File: src/rtl/intc_pkg.sv
`timescale 1ns/1ps
package intc_pkg;
  localparam int SRC_N  = 12;
  localparam int WHY_W  = 13;
  localparam int DATA_W = 16;
  localparam int ADDR_W = 5;

  localparam logic [ADDR_W-1:0] A_MASKED  = 5'h00;
  localparam logic [ADDR_W-1:0] A_RAW     = 5'h01;
  localparam logic [ADDR_W-1:0] A_MASK    = 5'h02;
  localparam logic [ADDR_W-1:0] A_WHY     = 5'h03;
  localparam logic [ADDR_W-1:0] A_CLR_ALL = 5'h04;
  localparam int                CLR_BASE  = 16;

  localparam int SRC_TX_ABORT = 6;
  localparam logic [SRC_N-1:0] LEVEL_SRC = 12'h014;
  localparam logic [WHY_W-1:0] WHY_KEEP  = 13'h1EBF;
endpackage

File: src/rtl/intc_bus_decode.sv
`timescale 1ns/1ps
module intc_bus_decode #(
  parameter int SRC_N    = intc_pkg::SRC_N,
  parameter int ADDR_W   = intc_pkg::ADDR_W,
  parameter int CLR_BASE = intc_pkg::CLR_BASE,
  parameter logic [ADDR_W-1:0] CLR_ALL = intc_pkg::A_CLR_ALL,
  parameter logic [ADDR_W-1:0] MASK_AD = intc_pkg::A_MASK
) (
  input  logic [ADDR_W-1:0] bus_addr,
  input  logic              bus_rd,
  input  logic              bus_wr,
  output logic [SRC_N-1:0]  clr_vec,
  output logic              clr_all,
  output logic              mask_we
);
  assign clr_all = bus_rd && (bus_addr == CLR_ALL);
  assign mask_we = bus_wr && (bus_addr == MASK_AD);

  for (genvar i = 0; i < SRC_N; i++) begin : g_clr
    localparam logic [ADDR_W-1:0] MY_AD = ADDR_W'(CLR_BASE + i);
    assign clr_vec[i] = clr_all || (bus_rd && (bus_addr == MY_AD));
  end
endmodule

File: src/rtl/intc_src_bank.sv
`timescale 1ns/1ps
module intc_src_bank #(
  parameter int SRC_N = intc_pkg::SRC_N,
  parameter logic [SRC_N-1:0] LEVEL_MASK = intc_pkg::LEVEL_SRC
) (
  input  logic             clk,
  input  logic             rst_n,
  input  logic [SRC_N-1:0] evt,
  input  logic [SRC_N-1:0] clr,
  output logic [SRC_N-1:0] raw
);
  logic [SRC_N-1:0] raw_d;

  for (genvar i = 0; i < SRC_N; i++) begin : g_src
    if (LEVEL_MASK[i]) begin : g_level
      always_comb raw_d[i] = evt[i];
      logic unused_clr;
      assign unused_clr = clr[i];
    end else begin : g_latch
      // a new event outranks a clear in the same cycle
      always_comb raw_d[i] = evt[i] | (raw[i] & ~clr[i]);
    end
  end

  always_ff @(posedge clk or negedge rst_n) begin
    if (!rst_n) raw <= '0;
    else        raw <= raw_d;
  end
endmodule

File: src/rtl/intc_abort_reason.sv
`timescale 1ns/1ps
module intc_abort_reason #(
  parameter int WHY_W = intc_pkg::WHY_W,
  parameter logic [WHY_W-1:0] KEEP = intc_pkg::WHY_KEEP
) (
  input  logic             clk,
  input  logic             rst_n,
  input  logic [WHY_W-1:0] why_in,
  input  logic             clr,
  output logic [WHY_W-1:0] why_q
);
  logic [WHY_W-1:0] why_d;

  always_comb begin
    why_d = clr ? '0 : why_q;
    why_d = why_d | (why_in & KEEP);
  end

  always_ff @(posedge clk or negedge rst_n) begin
    if (!rst_n) why_q <= '0;
    else        why_q <= why_d;
  end
endmodule

File: src/rtl/intc_status_unit.sv
`timescale 1ns/1ps
module intc_status_unit #(
  parameter int SRC_N  = intc_pkg::SRC_N,
  parameter int WHY_W  = intc_pkg::WHY_W,
  parameter int DATA_W = intc_pkg::DATA_W,
  parameter int ADDR_W = intc_pkg::ADDR_W
) (
  input  logic              clk,
  input  logic              rst_n,
  input  logic [SRC_N-1:0]  evt_i,
  input  logic [WHY_W-1:0]  why_i,
  input  logic [ADDR_W-1:0] bus_addr,
  input  logic              bus_rd,
  input  logic              bus_wr,
  input  logic [DATA_W-1:0] bus_wdata,
  output logic [DATA_W-1:0] bus_rdata,
  output logic              irq_o
);
  import intc_pkg::*;

  logic [1:0]       rst_pipe;
  logic             rst_sync_n;
  logic [SRC_N-1:0] clr_vec;
  logic             clr_all;
  logic             mask_we;
  logic [SRC_N-1:0] raw_q;
  logic [SRC_N-1:0] mask_q;
  logic [SRC_N-1:0] mask_d;
  logic [SRC_N-1:0] masked;
  logic [WHY_W-1:0] why_q;
  logic             unused_wdata_hi;

  // asynchronous assert, synchronous release
  always_ff @(posedge clk or negedge rst_n) begin
    if (!rst_n) rst_pipe <= '0;
    else        rst_pipe <= {rst_pipe[0], 1'b1};
  end
  assign rst_sync_n = rst_pipe[1];

  intc_bus_decode #(.SRC_N(SRC_N), .ADDR_W(ADDR_W)) u_dec (
    .bus_addr (bus_addr),
    .bus_rd   (bus_rd),
    .bus_wr   (bus_wr),
    .clr_vec  (clr_vec),
    .clr_all  (clr_all),
    .mask_we  (mask_we)
  );

  intc_src_bank #(.SRC_N(SRC_N)) u_bank (
    .clk   (clk),
    .rst_n (rst_sync_n),
    .evt   (evt_i),
    .clr   (clr_vec),
    .raw   (raw_q)
  );

  intc_abort_reason #(.WHY_W(WHY_W)) u_why (
    .clk    (clk),
    .rst_n  (rst_sync_n),
    .why_in (why_i),
    .clr    (clr_vec[SRC_TX_ABORT]),
    .why_q  (why_q)
  );

  assign unused_wdata_hi = ^bus_wdata[DATA_W-1:SRC_N] ^ clr_all;

  always_comb mask_d = mask_we ? bus_wdata[SRC_N-1:0] : mask_q;

  always_ff @(posedge clk or negedge rst_sync_n) begin
    if (!rst_sync_n) mask_q <= '0;
    else             mask_q <= mask_d;
  end

  assign masked = raw_q & mask_q;
  assign irq_o  = |masked;

  always_comb begin
    bus_rdata = '0;
    case (bus_addr)
      A_MASKED: bus_rdata = DATA_W'(masked);
      A_RAW:    bus_rdata = DATA_W'(raw_q);
      A_MASK:   bus_rdata = DATA_W'(mask_q);
      A_WHY:    bus_rdata = DATA_W'(why_q);
      default: begin
        for (int i = 0; i < SRC_N; i++) begin
          if (bus_addr == ADDR_W'(CLR_BASE + i)) bus_rdata = DATA_W'(raw_q[i]);
        end
      end
    endcase
  end
endmodule

File: config.mk
export PLATFORM = sky130hd
export DESIGN_NAME = intc_status_unit
export DESIGN_NICKNAME = d
export VERILOG_FILES = /design/src/rtl/intc_pkg.sv /design/src/rtl/intc_bus_decode.sv /design/src/rtl/intc_src_bank.sv /design/src/rtl/intc_abort_reason.sv /design/src/rtl/intc_status_unit.sv
export SDC_FILE = /design/constraint.sdc
export NUM_CORES = 1
export LEC_CHECK = 0
export BUFFER_PORTS_ARGS = -buffer_cell sky130_fd_sc_hd__buf_2
export CAP_MARGIN = 40
export CORE_MARGIN = 2
export CORE_UTILIZATION = 50
export CTS_CLUSTER_SIZE = 40
export DETAILED_ROUTE_END_ITERATION = 10
export PLACE_DENSITY = 0.83
export REMOVE_ABC_BUFFERS = 1
export SETUP_SLACK_MARGIN = 0.3
export SYNTH_ARGS = -nofsm -noshare
export SYNTH_HDL_FRONTEND = slang
export SYNTH_SLANG_ARGS = --single-unit
File: constraint.sdc
create_clock -name clk -period 2.45 [get_ports clk]
set_input_delay 0.49 -clock clk [delete_from_list [all_inputs] [get_ports clk]]
set_output_delay 0.49 -clock clk [all_outputs]
set_load 0.05 [all_outputs]
==> out/results.ini <==
[outcome]
status = completed

[yosys]
ys_async_sr_fraction = 1.000
yosysTopAreaCell = dfrtp_1
ys_types = 41
synth_edf_count = 0
synth_top_family_by_area = compound AO/OA/AOI/OAI gates
yosysSeqAreaShare = 0.4872
yosys_warnings = 0
synth_compound_area_frac = 0.1975
synth.avg_cell_area_um2 = 10.68
syn_inst = 178
synth-xor-area-share = 0.01382
synthTopCellsByArea = dfrtp_1, mux2_1, a21o_1
synthMuxAreaShare = 0.09348
synthAdderAreaFrac = 0
synth_seq_cells = 37
synth_ff_type = dfrtp_1
yosysMostFrequentCell = dfrtp_1
synth_common_cells = dfrtp_1, a21o_1, nor2_1
yosys.area_share.simple = 0.1468
netlist_area_mm2 = 0.001901
yosys.area.top_type_share = 0.4872

[global_route]
antenna_found_initial = 0
grt_pass1_vias = 1716
grt_pass1_wl_mm = 7.790
globalRouteOverflowTotal = 0
grtUsageTotal = 0.2435
grt_max_degree = 20

[clock_tree]
clk_pin_slew_worst_paths_ns = 0.07
cts_max_level = 2
cts_tree = yes
clockBufferDepth = 2
worstSkewPairLatency_ns = 0.30
cts.sink_count = 37
root_buffer = clkbuf_8
cts-buffers-inserted = 5

[cells_and_area]
drive_gt1_frac = 0.4122
multiInputGateArea_um2 = 957.2
final_core_util = 0.6839
n_fill_cell = 279
instances_no_fill = 293
diodes = 0
register_area_um2 = 925.9
final_nets = 294
syn2layout_area_growth_pct = 31.73

[place]
dp_cells = 278
routabilityCongestion = 0.9341
dp_hpwl_mm = 3.508
port_buffers = 57

[worst_setup_path]
path_max_fanout = 19
worst_r2r_startpoint = rst_pipe[1]$_DFF_PN0_
r2r_cells = 1
r2r_end = u_why.why_q[0]$_DFF_PN0_
worstSetupEndpointType = primary output
reg2reg_slack_ns = 1.44
critPathLaunchType = primary input
cp_data_required_time_ns = 1.96
critPathArrivalTime_ns = 1.71
crit_start = bus_addr[0]
critical_path_class = in -> out

[sta]
relSlewSlack = 0.5257
period_share = 0.8998
slew_viol_final = 0
tns_ns = 0
fin_crit_ns = 2.205
fmax_mhz = 453.6
rsz0062_at_grt = true
worst_slew_pin_slew_ns = 0.7115
skew_ns = 0.005155
setup_violations = 0
hold_viol_final = 0

[drt]
wl_per_cell_um = 17.40
route.detailed.drc = 0
vias_per_cell = 5.846
drt-initial-drc-count = 164
drtPass1Iterations = 4
ant_nets = 0
routed_wl_mm = 5.098
vias = 1713

[hold_path]
hold_path_class = in -> reg
worstHoldEndpoint = u_bank.raw[2]$_DFF_PN0_
hold_depth = 1
hp-start = evt_i[2]

[die]
start_util = 0.5191
die-area_mm2 = 0.004311
boundaryPins = 67
core_mm2 = 0.003661
die_w_um = 65.66
die_height_um = 65.66
rows = 22

[pwr]
p_leak_nw = 1.075
vdd_drop_max_mv = 0.4818
power_density_mw_per_mm2 = 615.2
finalPower_mw = 1.540

[flow_run]
max-cap-violations = 0

-- where the power goes --
group          switching (mW)  total, mW  internal [mW]
Sequential             0.0492      0.710          0.661
Combinational           0.160      0.294          0.134
Clock                   0.231      0.536          0.304
Total                   0.441       1.54           1.10
-- worst max-delay path by stage --
stage                     to  cells past startpoint
2_1_floorplan  bus_rdata[10]                      2
3_3_place_gp    bus_rdata[0]                      7
3_5_place_dp    bus_rdata[0]                      7
4_1_cts         bus_rdata[0]                      7
5_1_grt         bus_rdata[0]                      7
6_report        bus_rdata[0]                      7
-- cells in the final DEF (no fill, tap or decap), types with 2 or more instances in the layout --
master     instances
nor3_1             5
a221oi_2           2
buf_2             45
o22ai_1           11
dfrtp_1           37
conb_1             4
nand2_1            6
or3_4              2
o21ai_0            6
and3_1             4
a22o_1             3
nor2_1            13
nand3_1            4
nand4_1            4
mux2_1            10
clkbuf_8           5
nor3_2             4
o2111ai_1          2
a21o_1            14
nor2b_1            2
a31o_1             5
xor2_1             2
mux2i_1            2
buf_6              2
mux2_2             3
buf_4             23
-- area by class of cell --
class,instances,area share
Clock buffer,5,0.02749
Clock inverter,3,0.01849
Inverter,2,0.002999
Multi-Input combinational cell,126,0.3823
Sequential cell,37,0.3698
Tap cell,48,0.02399
Timing Repair Buffer,72,0.1749
-- what timing repair did --
item                                   CTS  global route
setup endpoints to repair                8             8
gates resized for setup                 13            20
pin swaps                                0             2
buffers inserted                         2             4
hold buffers                             1             0
cloned                                   0             0
endpoints found under the hold margin    2             0
-- metrics by stage --
step	hold WS, ns	cell area, um^2	setup slack (ns)
after CTS	0.2885	2391	0.2640
after global placement	0.2773	2212	0.07428
after global routing	0.2870	2504	0.1960
final	0.2930	2504	0.2454
after floorplan	0.1944	1807	-0.1072
after detailed placement	0.2799	2212	0.06912
-- kinds of logic after synthesis --
kind of cell | count (synthesis)
AO/OA/AOI/OAI | 52
XOR/XNOR | 3
buffers and inverters | 17
flip-flops | 37
multiplexers | 16
other | 2
AND/OR/NAND/NOR | 51
-- registers in the layout, indices dropped and copies added, names as in the netlist --
| signal | count |
|---|---|
| mask_q | 12 |
| rst_pipe | 2 |
| u_bank.raw | 12 |
| u_why.why_q | 11 |
-- metal layers --
| layer | up-vias | wire length (um) | global-route usage |
|---|---|---|---|
| met5 | - | 0 | 0 |
| met4 | 0 | 83 | 0.09635 |
| met3 | 9 | 364 | 0.05822 |
| met2 | 78 | 2437 | 0.4003 |
| met1 | 836 | 2213 | 0.3086 |
| li1 | 790 | - | - |
-- critical path, cell delays in order --
cell     delay (ns)
buf_4          0.19
nand2_1        0.20
o22ai_1        0.12
nor4_1         0.30
a41oi_2        0.07
o22ai_2        0.16
buf_6          0.18
Power figures use the tool's default switching activity.
